==> src/rtl/rp_pkg.sv <==
// Shared types for the register-port bus slave.
// Assumes: 8-bit bus bytes; the states below are the only protocol phases.
package rp_pkg;

    typedef logic [7:0] rp_byte_t;

    // Protocol phase of the transfer engine.
    typedef enum logic [2:0] {
        ST_IDLE = 3'd0,  // not addressed; waits for a start
        ST_RX   = 3'd1,  // shifting in a byte from the master
        ST_ACK  = 3'd2,  // holding SDA low for the 9th pulse
        ST_TX   = 3'd3,  // shifting out a register byte
        ST_MACK = 3'd4   // sampling the master's ack bit
    } rp_state_e;

    // Meaning of the byte currently being received.
    typedef enum logic [1:0] {
        K_ADDR = 2'd0,
        K_PTR  = 2'd1,
        K_DATA = 2'd2
    } rp_kind_e;

endpackage

==> src/rtl/rp_line_filter.sv <==
// Synchronizer plus majority-vote filter for one bus line.
// Assumes: the line idles high; the line is slow against clk, so a
// change must persist for more than half the vote taps to pass.
module rp_line_filter #(
    parameter int SYNC_STAGES = 2,
    parameter int VOTE_TAPS   = 3
) (
    input  logic clk,
    input  logic rst_n,
    input  logic line_i,
    output logic line_o
);
    localparam int CNT_W = $clog2(VOTE_TAPS + 1);

    logic [SYNC_STAGES-1:0] sync_q;
    logic [VOTE_TAPS-1:0]   taps_q;
    logic [CNT_W-1:0]       votes;
    logic                   line_q;

    // Bring the asynchronous line into the clock domain.
    always_ff @(posedge clk) begin
        if (!rst_n) sync_q <= '1;
        else        sync_q <= {sync_q[SYNC_STAGES-2:0], line_i};
    end

    // Keep the most recent synchronized samples for the vote.
    always_ff @(posedge clk) begin
        if (!rst_n) taps_q <= '1;
        else        taps_q <= {taps_q[VOTE_TAPS-2:0], sync_q[SYNC_STAGES-1]};
    end

    // Count the high samples among the taps.
    always_comb begin
        votes = '0;
        for (int i = 0; i < VOTE_TAPS; i++) begin
            votes = votes + CNT_W'(taps_q[i]);
        end
    end

    // Register the majority decision as the clean line level.
    always_ff @(posedge clk) begin
        if (!rst_n) line_q <= 1'b1;
        else        line_q <= (votes > CNT_W'(VOTE_TAPS / 2));
    end

    assign line_o = line_q;
endmodule

==> src/rtl/rp_bus_events.sv <==
// Recovers SCL edges and start/stop conditions from the filtered lines.
// Assumes: inputs are already synchronous and glitch-free; each event
// output is a single-cycle pulse.
module rp_bus_events (
    input  logic clk,
    input  logic rst_n,
    input  logic scl_f,
    input  logic sda_f,
    output logic scl_rise,
    output logic scl_fall,
    output logic start_det,
    output logic stop_det
);
    logic scl_q;
    logic sda_q;

    // Remember the previous filtered levels for edge detection.
    always_ff @(posedge clk) begin
        if (!rst_n) begin
            scl_q <= 1'b1;
            sda_q <= 1'b1;
        end else begin
            scl_q <= scl_f;
            sda_q <= sda_f;
        end
    end

    // SDA moving during a stable SCL high phase is a bus condition.
    always_comb begin
        scl_rise  = scl_f & ~scl_q;
        scl_fall  = ~scl_f & scl_q;
        start_det = scl_f & scl_q & sda_q & ~sda_f;
        stop_det  = scl_f & scl_q & ~sda_q & sda_f;
    end
endmodule

==> src/rtl/rp_reg_bank.sv <==
// Bank of control registers with one write port and one read port.
// Assumes: wr_addr and rd_addr stay below NUM_REGS.
module rp_reg_bank #(
    parameter int NUM_REGS = 16,
    parameter int DATA_W   = 8,
    localparam int ADDR_W  = $clog2(NUM_REGS)
) (
    input  logic                       clk,
    input  logic                       rst_n,
    input  logic                       wr_en,
    input  logic [ADDR_W-1:0]          wr_addr,
    input  logic [DATA_W-1:0]          wr_data,
    input  logic [ADDR_W-1:0]          rd_addr,
    output logic [DATA_W-1:0]          rd_data,
    output logic [NUM_REGS*DATA_W-1:0] regs_flat
);
    logic [DATA_W-1:0] regs [NUM_REGS];

    for (genvar g = 0; g < NUM_REGS; g++) begin : g_reg
        // Hold one register; load it when the write targets this slot.
        always_ff @(posedge clk) begin
            if (!rst_n)
                regs[g] <= '0;
            else if (wr_en && (wr_addr == ADDR_W'(g)))
                regs[g] <= wr_data;
        end
        assign regs_flat[g*DATA_W +: DATA_W] = regs[g];
    end

    assign rd_data = regs[rd_addr];
endmodule

==> src/rtl/rp_xfer_fsm.sv <==
// Byte-level transfer engine: address match, pointer load, sequential
// write and read with a saturating pointer, ack generation.
// Assumes: event inputs are single-cycle pulses from rp_bus_events;
// rd_data reflects the register at ptr_o in the same cycle.
module rp_xfer_fsm
    import rp_pkg::*;
#(
    parameter logic [5:0] DEV_ADDR_HI = 6'b100110,
    parameter int         NUM_REGS    = 16,
    localparam int        PTR_W       = $clog2(NUM_REGS)
) (
    input  logic             clk,
    input  logic             rst_n,
    input  logic             scl_rise,
    input  logic             scl_fall,
    input  logic             start_det,
    input  logic             stop_det,
    input  logic             sda_in,
    input  logic             addr_lsb,
    input  rp_byte_t         rd_data,
    output logic [PTR_W-1:0] ptr_o,
    output logic             wr_en,
    output logic [PTR_W-1:0] wr_addr,
    output rp_byte_t         wr_data,
    output logic             sda_oe,
    output rp_state_e        state_o
);
    localparam logic [PTR_W-1:0] PTR_MAX  = PTR_W'(NUM_REGS - 1);
    localparam rp_byte_t         BYTE_MAX = 8'(NUM_REGS - 1);

    rp_state_e        state;
    rp_kind_e         kind;
    logic [2:0]       bit_cnt;
    logic             rx_full;
    rp_byte_t         rx_sr;
    rp_byte_t         tx_sr;
    logic             rw;
    logic             m_nack;
    logic [PTR_W-1:0] ptr;
    logic [PTR_W-1:0] ptr_next;

    // Pointer advance that stops at the top register.
    assign ptr_next = (ptr == PTR_MAX) ? ptr : ptr + PTR_W'(1);

    // Protocol sequencing; every SDA change follows an SCL fall or a bus condition.
    always_ff @(posedge clk) begin
        if (!rst_n) begin
            state   <= ST_IDLE;
            kind    <= K_ADDR;
            bit_cnt <= '0;
            rx_full <= 1'b0;
            rx_sr   <= '0;
            tx_sr   <= '0;
            rw      <= 1'b0;
            m_nack  <= 1'b0;
            ptr     <= '0;
            wr_en   <= 1'b0;
            wr_addr <= '0;
            wr_data <= '0;
            sda_oe  <= 1'b0;
        end else begin
            wr_en <= 1'b0;
            if (start_det) begin
                state   <= ST_RX;
                kind    <= K_ADDR;
                bit_cnt <= '0;
                rx_full <= 1'b0;
                sda_oe  <= 1'b0;
            end else if (stop_det) begin
                state   <= ST_IDLE;
                rx_full <= 1'b0;
                sda_oe  <= 1'b0;
            end else begin
                unique case (state)
                    ST_RX: begin
                        if (scl_rise) begin
                            rx_sr   <= {rx_sr[6:0], sda_in};
                            bit_cnt <= bit_cnt + 3'd1;
                            if (bit_cnt == 3'd7) rx_full <= 1'b1;
                        end else if (scl_fall && rx_full) begin
                            rx_full <= 1'b0;
                            unique case (kind)
                                K_ADDR: begin
                                    if (rx_sr[7:1] == {DEV_ADDR_HI, addr_lsb}) begin
                                        rw     <= rx_sr[0];
                                        sda_oe <= 1'b1;
                                        state  <= ST_ACK;
                                    end else begin
                                        state  <= ST_IDLE;
                                    end
                                end
                                K_PTR: begin
                                    if (rx_sr <= BYTE_MAX) begin
                                        ptr    <= rx_sr[PTR_W-1:0];
                                        sda_oe <= 1'b1;
                                        state  <= ST_ACK;
                                    end else begin
                                        state  <= ST_IDLE;
                                    end
                                end
                                default: begin
                                    wr_en   <= 1'b1;
                                    wr_addr <= ptr;
                                    wr_data <= rx_sr;
                                    ptr     <= ptr_next;
                                    sda_oe  <= 1'b1;
                                    state   <= ST_ACK;
                                end
                            endcase
                        end
                    end
                    ST_ACK: begin
                        if (scl_fall) begin
                            bit_cnt <= '0;
                            if (kind == K_ADDR && rw) begin
                                sda_oe <= ~rd_data[7];
                                tx_sr  <= {rd_data[6:0], 1'b0};
                                state  <= ST_TX;
                            end else begin
                                sda_oe <= 1'b0;
                                kind   <= (kind == K_ADDR) ? K_PTR : K_DATA;
                                state  <= ST_RX;
                            end
                        end
                    end
                    ST_TX: begin
                        if (scl_fall) begin
                            bit_cnt <= bit_cnt + 3'd1;
                            if (bit_cnt == 3'd7) begin
                                sda_oe <= 1'b0;
                                ptr    <= ptr_next;
                                state  <= ST_MACK;
                            end else begin
                                sda_oe <= ~tx_sr[7];
                                tx_sr  <= {tx_sr[6:0], 1'b0};
                            end
                        end
                    end
                    ST_MACK: begin
                        if (scl_rise) begin
                            m_nack <= sda_in;
                        end else if (scl_fall) begin
                            if (m_nack) begin
                                state <= ST_IDLE;
                            end else begin
                                bit_cnt <= '0;
                                sda_oe  <= ~rd_data[7];
                                tx_sr   <= {rd_data[6:0], 1'b0};
                                state   <= ST_TX;
                            end
                        end
                    end
                    default: ;
                endcase
            end
        end
    end

    assign ptr_o   = ptr;
    assign state_o = state;
endmodule

==> src/rtl/regport_i2c_slave.sv <==
// Top of the two-wire register-port slave: line filters, event
// detection, transfer engine and the register bank.
// Assumes: clk is much faster than SCL (at least ~16x); sda_oe_o drives
// an open-drain pad low when high.
module regport_i2c_slave #(
    parameter logic [5:0] DEV_ADDR_HI = 6'b100110,
    parameter int         NUM_REGS    = 16,
    parameter int         SYNC_STAGES = 2,
    parameter int         VOTE_TAPS   = 3,
    localparam int        PTR_W       = $clog2(NUM_REGS)
) (
    input  logic                  clk,
    input  logic                  rst_n,
    input  logic                  scl_i,
    input  logic                  sda_i,
    input  logic                  addr_lsb_i,
    output logic                  sda_oe_o,
    output logic [NUM_REGS*8-1:0] ctrl_regs_o
);
    import rp_pkg::*;

    logic [1:0]       line_raw;
    logic [1:0]       line_f;
    logic             ev_scl_rise;
    logic             ev_scl_fall;
    logic             ev_start;
    logic             ev_stop;
    logic [PTR_W-1:0] reg_ptr;
    rp_byte_t         reg_rdata;
    logic             fsm_wr_en;
    logic [PTR_W-1:0] fsm_wr_addr;
    rp_byte_t         fsm_wr_data;
    rp_state_e        fsm_state;

    assign line_raw = {sda_i, scl_i};

    for (genvar i = 0; i < 2; i++) begin : g_line
        rp_line_filter #(
            .SYNC_STAGES(SYNC_STAGES),
            .VOTE_TAPS  (VOTE_TAPS)
        ) u_filt (
            .clk   (clk),
            .rst_n (rst_n),
            .line_i(line_raw[i]),
            .line_o(line_f[i])
        );
    end

    rp_bus_events u_events (
        .clk      (clk),
        .rst_n    (rst_n),
        .scl_f    (line_f[0]),
        .sda_f    (line_f[1]),
        .scl_rise (ev_scl_rise),
        .scl_fall (ev_scl_fall),
        .start_det(ev_start),
        .stop_det (ev_stop)
    );

    rp_xfer_fsm #(
        .DEV_ADDR_HI(DEV_ADDR_HI),
        .NUM_REGS   (NUM_REGS)
    ) u_fsm (
        .clk      (clk),
        .rst_n    (rst_n),
        .scl_rise (ev_scl_rise),
        .scl_fall (ev_scl_fall),
        .start_det(ev_start),
        .stop_det (ev_stop),
        .sda_in   (line_f[1]),
        .addr_lsb (addr_lsb_i),
        .rd_data  (reg_rdata),
        .ptr_o    (reg_ptr),
        .wr_en    (fsm_wr_en),
        .wr_addr  (fsm_wr_addr),
        .wr_data  (fsm_wr_data),
        .sda_oe   (sda_oe_o),
        .state_o  (fsm_state)
    );

    rp_reg_bank #(
        .NUM_REGS(NUM_REGS),
        .DATA_W  (8)
    ) u_bank (
        .clk      (clk),
        .rst_n    (rst_n),
        .wr_en    (fsm_wr_en),
        .wr_addr  (fsm_wr_addr),
        .wr_data  (fsm_wr_data),
        .rd_addr  (reg_ptr),
        .rd_data  (reg_rdata),
        .regs_flat(ctrl_regs_o)
    );
endmodule

==> config.mk <==
export PLATFORM = sky130hd
export DESIGN_NAME = regport_i2c_slave
export DESIGN_NICKNAME = d
export VERILOG_FILES = /design/src/rtl/rp_pkg.sv /design/src/rtl/rp_line_filter.sv /design/src/rtl/rp_bus_events.sv /design/src/rtl/rp_reg_bank.sv /design/src/rtl/rp_xfer_fsm.sv /design/src/rtl/regport_i2c_slave.sv
export SDC_FILE = /design/constraint.sdc
export NUM_CORES = 1
export LEC_CHECK = 0
export ABC_AREA = 1
export BUFFER_PORTS_ARGS = -buffer_cell sky130_fd_sc_hd__buf_2
export CAP_MARGIN = 5
export CORE_MARGIN = 10
export CORE_UTILIZATION = 37
export DETAILED_ROUTE_END_ITERATION = 12
export PLACE_DENSITY = 0.56
export SKIP_LAST_GASP = 1
export SYNTH_ARGS = -nofsm -noshare
export SYNTH_HDL_FRONTEND = slang
export SYNTH_HIERARCHICAL = 1
export SYNTH_SLANG_ARGS = --single-unit
==> constraint.sdc <==
create_clock -name clk -period 1.69 [get_ports clk]
set_input_delay 0.338 -clock clk [delete_from_list [all_inputs] [get_ports clk]]
set_output_delay 0.338 -clock clk [all_outputs]
set_load 0.02 [all_outputs]
==> results of run 1 <==
-- synth_stat cells, drive strengths merged --
library cell  instances
a21oi                32
a21boi                1
xor2                  1
edfxtp              128
nor3                  3
ha                    5
nand2               300
dfxtp                58
nor2                193
o211ai                1
o21ai                40
clkbuf               24
nand3b                6
buf                  22
nand4                12
a211oi                2
nand3               131
inv                 175
-- worst max-delay path, cell delays in order (launching register included) --
cell      delay [ps]
dfxtp_4          400
buf_12           160
ha_1             180
nand3_1          140
buf_4            170
nand2_1           50
o211ai_1          90
o21ai_0          110
nand3_1          130
nand2_1           90
nor2_1            40
-- cells in the final DEF, fill, tap and decap left out, types with 19 or more instances in the layout --
cell	count
buf_2	133
clkbuf_16	19
a21oi_1	31
nand3_2	29
o21ai_0	36
buf_4	87
dfxtp_1	53
nor2_1	183
inv_1	166
edfxtp_1	128
nand2_1	291
nand3_1	101
-- through the flow --
| stage | util | power [mW] | setup slack, ps | instances | instance area (µm²) |
|---|---|---|---|---|---|
| 6_report | 0.4838 | 11.91 | 35.99 | 1683 | 11730 |
| 5_1_grt | 0.4838 | 12.53 | -84.38 | 1683 | 11730 |
| 4_1_cts | 0.4695 | 11.81 | 4.061 | 1670 | 11380 |
| 3_5_place_dp | 0.4449 | 7.951 | 8.128 | 1637 | 10790 |
| 3_3_place_gp | 0.4449 | 7.951 | 42.25 | 1637 | 10790 |
| 2_1_floorplan | - | 7.041 | -87.56 | 1134 | 9097 |
-- path summary, 6_finish.rpt --
path	start	cells after the start	end	slack (ps)
worst max-delay path	u_fsm/ptr_o[0]$_SDFFE_PN0P_	10	u_fsm/ptr_o[1]$_SDFFE_PN0P_	40
worst min-delay path	scl_i	3	g_line[0].u_filt/sync_q[0]$_SDFF_PN1_	70
worst max register to register	u_fsm/ptr_o[0]$_SDFFE_PN0P_	10	u_fsm/ptr_o[1]$_SDFFE_PN0P_	40
worst min register to register	g_line[1].u_filt/sync_q[1]$_SDFF_PN1_	2	g_line[1].u_filt/taps_q[0]$_SDFF_PN1_	400
-- state kept, by name, summed over array words and instances (netlist names) --
signal	flops
u_bank/regs	128
u_fsm/rx_sr	8
u_fsm/wr_data	8
u_fsm/tx_sr	7
g_line.u_filt/taps_q	6
g_line.u_filt/sync_q	4
u_fsm/ptr_o	4
u_fsm/wr_addr	4
u_fsm/bit_cnt	3
u_fsm/state_o	3
g_line.u_filt/line_o	2
u_fsm/kind	2
u_events/scl_q	1
u_events/sda_q	1
u_fsm/m_nack	1
u_fsm/rw	1
u_fsm/rx_full	1
u_fsm/sda_oe	1
u_fsm/wr_en	1
-- logic make-up (layout without fill, tap and decap cells) --
group	count (synthesis)	in the layout	share of synthesized area
adder cells (fa/ha/maj)	5	5	0.006879
XOR/XNOR	1	1	0.0009632
AO/OA/AOI/OAI	76	76	0.04333
AND/OR/NAND/NOR	645	645	0.3006
buffers and inverters	221	446	0.09795
flip-flops	186	186	0.5503
-- final cells by class --
type / instances / area (µm²)
Fill cell: 2386 / 12520
Clock inverter: 15 / 137.6
Timing Repair Buffer: 239 / 1695
Tap cell: 324 / 405.4
Clock buffer: 17 / 425.4
Sequential cell: 186 / 5014
Inverter: 175 / 666.9
Multi-Input combinational cell: 727 / 3387
-- timing repair --
item	4_1_cts	5_1_grt
setup buffers	0	11
resized for setup	0	54
pin swaps	0	8
endpoints found under the setup margin	1	38
gates cloned	1	2
hold endpoints to repair	0	0
-- power by group through the flow --
stage          clock (mW)  combinational, mW  sequential (mW)
2_1_floorplan           0               1.42             5.63
3_3_place_gp            0               2.47             5.48
3_5_place_dp            0               2.47             5.48
4_1_cts              3.93               2.50             5.38
5_1_grt              4.15               2.95             5.43
6_report             3.86               2.64             5.40
-- routing by layer --
layer | wire length (µm) | vias up | track usage
li1 | - | 4030 | -
met1 | 13630 | 3855 | 0.2591
met2 | 13550 | 311 | 0.2956
met3 | 2224 | 35 | 0.04054
met4 | 517 | 0 | 0.05289
met5 | 0 | - | 0
==> results.py, run 1 <==
metrics = {
    "status": {
        "status": "finished, final reports clean",
    },
    "clock_tree": {
        "cts_root_buf": "clkbuf_16",
        "h-tree-depth": 4,
        "worstSkewPairLatency_ps": 430,
        "clk_pin_slew_ps": 70,
        "cts_tree": "done",
        "clk_path_buf_depth": 2,
        "cts_buffers": 17,
        "hold_buffers": 0,
        "cts.sinks": 186,
    },
    "logic_synthesis": {
        "netlist_area_um2": 9095,
        "ys_seq_area_frac": 0.5503,
        "synth_top_area_frac": 0.4226,
        "synth.distinct_cells": 31,
        "synthTopCellsByArea": "edfxtp_1 (42%), dfxtp_1 (13%), nand2_1 (12%), nor2_1 (7.7%), nand3_1 (7.1%)",
        "ys_ff_latch": 186,
        "synth.avg_cell_area_um2": 8.020,
        "synthCells": 1134,
        "synth_area_leader_cell": "edfxtp_1",
        "synth.net_count": 1144,
        "yosys_warnings": 6,
    },
    "timing": {
        "fin_crit_sh": 0.9787,
        "setup-violations-final": 0,
        "drv_slew": 0,
        "fin_crit_ps": 1654,
        "hold_violations": 0,
        "holdWs_ps": 72.58,
        "worst_pin_slew_ps": 420.0,
        "fmax_ghz": 0.6046,
        "relSlewSlack": 0.7191,
        "grt_setup_unrepaired": "yes",
        "setup-tns-final_ps": 0,
        "fin_skew_ps": 11.67,
    },
    "pwr": {
        "clock_power_share": 0.325,
        "p_sw_mw": 3.779,
        "power_density_nw_per_um2": 1015,
        "swShare": 0.3173,
        "intPower_mw": 8.131,
        "leakagePower_nw": 5.294,
        "combPwrFrac": 0.222,
        "seqPwrFrac": 0.453,
        "vdd_drop_max_uv": 589.1,
    },
    "drt": {
        "num_vias": 8231,
        "remaining_drc_errors": 0,
        "post_drt_wl_per_cell_um": 17.77,
        "dr.pass1.iters": 5,
        "routed_wl_mm": 29.91,
        "routed_via_density": 4.891,
        "drt_iter0_drc": 842,
        "drt.antenna.violating_nets": 0,
    },
    "job": {
        "maxCapViolations": 0,
    },
    "setup_path": {
        "setup.worst_path.start_class": "flop",
        "cp.arrival_ps": 1980,
        "crit_type": "reg -> reg",
        "cp-end-kind": "flop",
        "cp.required_ps": 2020,
        "cp_max_fo": 14,
    },
    "global_routing": {
        "grt_pass1_wl_mm": 45.54,
        "grt_max_degree": 44,
        "antenna_found_initial": 0,
        "overflow": 0,
        "grt_pass1_vias": 7967,
        "track_usage": 0.1892,
    },
    "min_path": {
        "min_path_type": "in -> reg",
    },
    "die": {
        "core_area_um2": 24250,
        "die_w_um": 176.8,
        "die_h_um": 176.8,
        "row_count": 57,
        "initial_core_util": 0.3751,
        "dieArea_um2": 31250,
        "io_pins": 134,
    },
    "cells_and_area": {
        "area_growth_pct": 28.99,
        "final_nets": 1356,
        "diodes": 0,
        "drive_above_1_share": 0.2472,
    },
    "placed_design": {
        "dp_hpwl_mm": 21.87,
        "portBuffers": 133,
        "gp_congestion": 0.8950,
    },
}
No activity file was read; power rests on OpenSTA's default activity.
==> run 2: changes to the inputs <==
Settings changed: BUFFER_PORTS_ARGS -buffer_cell sky130_fd_sc_hd__buf_2 to -buffer_cell sky130_fd_sc_hd__buf_4, CORE_UTILIZATION 37 to 45, PLACE_DENSITY 0.56 to 0.65.
==> results.py, run 2 (synthesized netlist as in run 1, its figures left out) <==
metrics = {
    "timing": {
        "setup_ws_ps": -7.442,
        "relSlewSlack": 0.4489,
        "hold_violations": 0,
        "fmax_ghz": 0.5891,
        "grt_setup_unrepaired": "yes",
        "setup-violations-final": 1,
        "fin_crit_ps": 1697,
        "fin_crit_sh": 1.004,
        "setup-tns-final_ps": -7.442,
        "worst_pin_slew_ps": 821.2,
        "drv_slew": 0,
        "fin_skew_ps": 12.23,
        "holdWs_ps": 71.61,
    },
    "global_routing": {
        "overflow": 0,
        "grt_pass1_wl_mm": 43.55,
        "grt_pass1_vias": 7699,
        "track_usage": 0.2116,
        "antenna_found_initial": 0,
        "grt_max_degree": 37,
    },
    "cells_and_area": {
        "final_nets": 1359,
        "mostFrequentLayoutCells": "nand2_1 (288), buf_4 (219), nor2_1 (184), inv_1 (165), edfxtp_1 (128)",
        "design_area_um2": 12050,
        "largest_register_ffs": 128,
        "reg_top3": "u_bank/regs x128, u_fsm/rx_sr x8, u_fsm/wr_data x8",
        "diodes": 0,
        "drive_above_1_share": 0.2438,
        "top_register": "u_bank/regs",
        "final_common_cell": "nand2_1",
        "area_growth_pct": 32.47,
    },
    "setup_path": {
        "cp.required_ps": 2010,
        "setup.worst_path.start_class": "flop",
        "r2r_start": "u_fsm/ptr_o[0]$_SDFFE_PN0P_",
        "r2r_cells": 12,
        "cp_max_fo": 9,
        "cp-end-kind": "flop",
        "cp.arrival_ps": 2020,
        "ff2ff_setup_slack_ps": -7,
        "worstReg2RegEnd": "u_fsm/tx_sr[5]$_SDFFE_PN0P_",
        "crit_type": "reg -> reg",
    },
    "drt": {
        "drt_iter0_drc": 911,
        "post_drt_wl_per_cell_um": 18.06,
        "routed_wl_mm": 29.38,
        "remaining_drc_errors": 0,
        "routed_via_density": 5.210,
        "drt.antenna.violating_nets": 0,
        "num_vias": 8477,
        "dr.pass1.iters": 8,
    },
    "die": {
        "io_pins": 134,
        "die_h_um": 162.2,
        "die_w_um": 162.2,
        "dieArea_um2": 26300,
        "core_area_um2": 19650,
        "row_count": 51,
        "initial_core_util": 0.4628,
    },
    "clock_tree": {
        "cts_tree": "done",
        "cts_root_buf": "clkbuf_16",
        "clk_pin_slew_ps": 70,
        "cts.sinks": 186,
        "worstSkewPairLatency_ps": 430,
        "clk_path_buf_depth": 2,
        "h-tree-depth": 4,
        "cts_buffers": 17,
    },
    "min_path": {
        "hold_depth": 3,
        "holdPathEnd": "g_line[1].u_filt/sync_q[0]$_SDFF_PN1_",
        "min_from": "sda_i",
        "min_path_type": "in -> reg",
    },
    "placed_design": {
        "gp_congestion": 0.9745,
        "place_area_um2": 11010,
        "dp_hpwl_mm": 21.10,
        "portBuffers": 133,
    },
    "pwr": {
        "leakagePower_nw": 5.405,
        "power_density_nw_per_um2": 1014,
        "vdd_drop_max_uv": 718.8,
    },
    "job": {
        "maxCapViolations": 0,
    },
    "status": {
        "status": "finished with violations",
        "failed_checks": "negative setup slack",
    },
}
run 2: cell types whose count changed in the layout (fill, tap and decap cells not counted), sizes merged:
cell,delta
buf,-1
clkbuf,+6
inv,-2
bufinv,+1
bufbuf,-1
run 2: per-stage QoR:
step	std cells	utilization	power, mW	worst slack, ps
floorplan	1134	-	7.041	-87.56
detailed placement	1575	0.5604	8.072	14.22
finish	1627	0.6130	12.22	-7.442
global route	1627	0.6130	12.78	-106.3
global placement	1575	0.5604	8.050	27.82
CTS	1608	0.5906	12.00	7.025
run 2: how the worst max path moves through the flow:
stage,start,end,slack (ps)
finish,u_fsm/ptr_o[0]$_SDFFE_PN0P_,u_fsm/tx_sr[5]$_SDFFE_PN0P_,-7
global route,u_fsm/ptr_o[0]$_SDFFE_PN0P_,u_fsm/sda_oe$_SDFFE_PP0P_,-110
CTS,u_fsm/ptr_o[0]$_SDFFE_PN0P_,u_fsm/tx_sr[5]$_SDFFE_PN0P_,7
detailed placement,g_line[1].u_filt/line_o$_SDFF_PN1_,u_fsm/tx_sr[7]$_SDFFE_PN0P_,10
global placement,g_line[1].u_filt/line_o$_SDFF_PN1_,u_fsm/state_o[2]$_SDFFE_PP0P_,30
floorplan,u_fsm/wr_addr[0]$_SDFFE_PN0P_,u_bank/regs[13][0]$_SDFFCE_PN0P_,-90
run 2: per-layer routing:
layer  global-route usage  vias up  routed length (µm)
li1                     -     4021                   -
met1               0.2908     3923               12490
met2               0.3244      495               13250
met3              0.04727       38                3098
met4              0.06658        0                 545
met5                    0        -                   0
run 2: report_power, final:
group          switching (mW)  internal (mW)
Combinational            1.69           1.17
Sequential              0.228           5.15
Clock                    1.88           2.10
Total                    3.80           8.43
run 2: final cells by class:
class	instances	area, µm²
Clock buffer	18	429.2
Clock inverter	14	157.7
Fill cell	1711	7606
Inverter	175	669.4
Multi-Input combinational cell	727	3339
Sequential cell	186	5012
Tap cell	265	331.6
Timing Repair Buffer	242	2108
run 2: worst max-delay path: stages (launching register included):
cell and delay [ps]:
dfxtp_4 420, buf_12 160, buf_4 160, nand2_1 70, nand3_1 100, nand3_1 80, nand3_1 140, nand2_1 80
nand2_1 60, nand2_1 40, nand3b_1 150, nand2_1 70, nor2_1 40
run 2: repair_timing:
item                       CTS  global route
resized for setup            0            50
gates cloned                 0             7
setup buffers                1            12
pin swaps                    1             9
hold buffers                 0             0
setup endpoints to repair    3           138
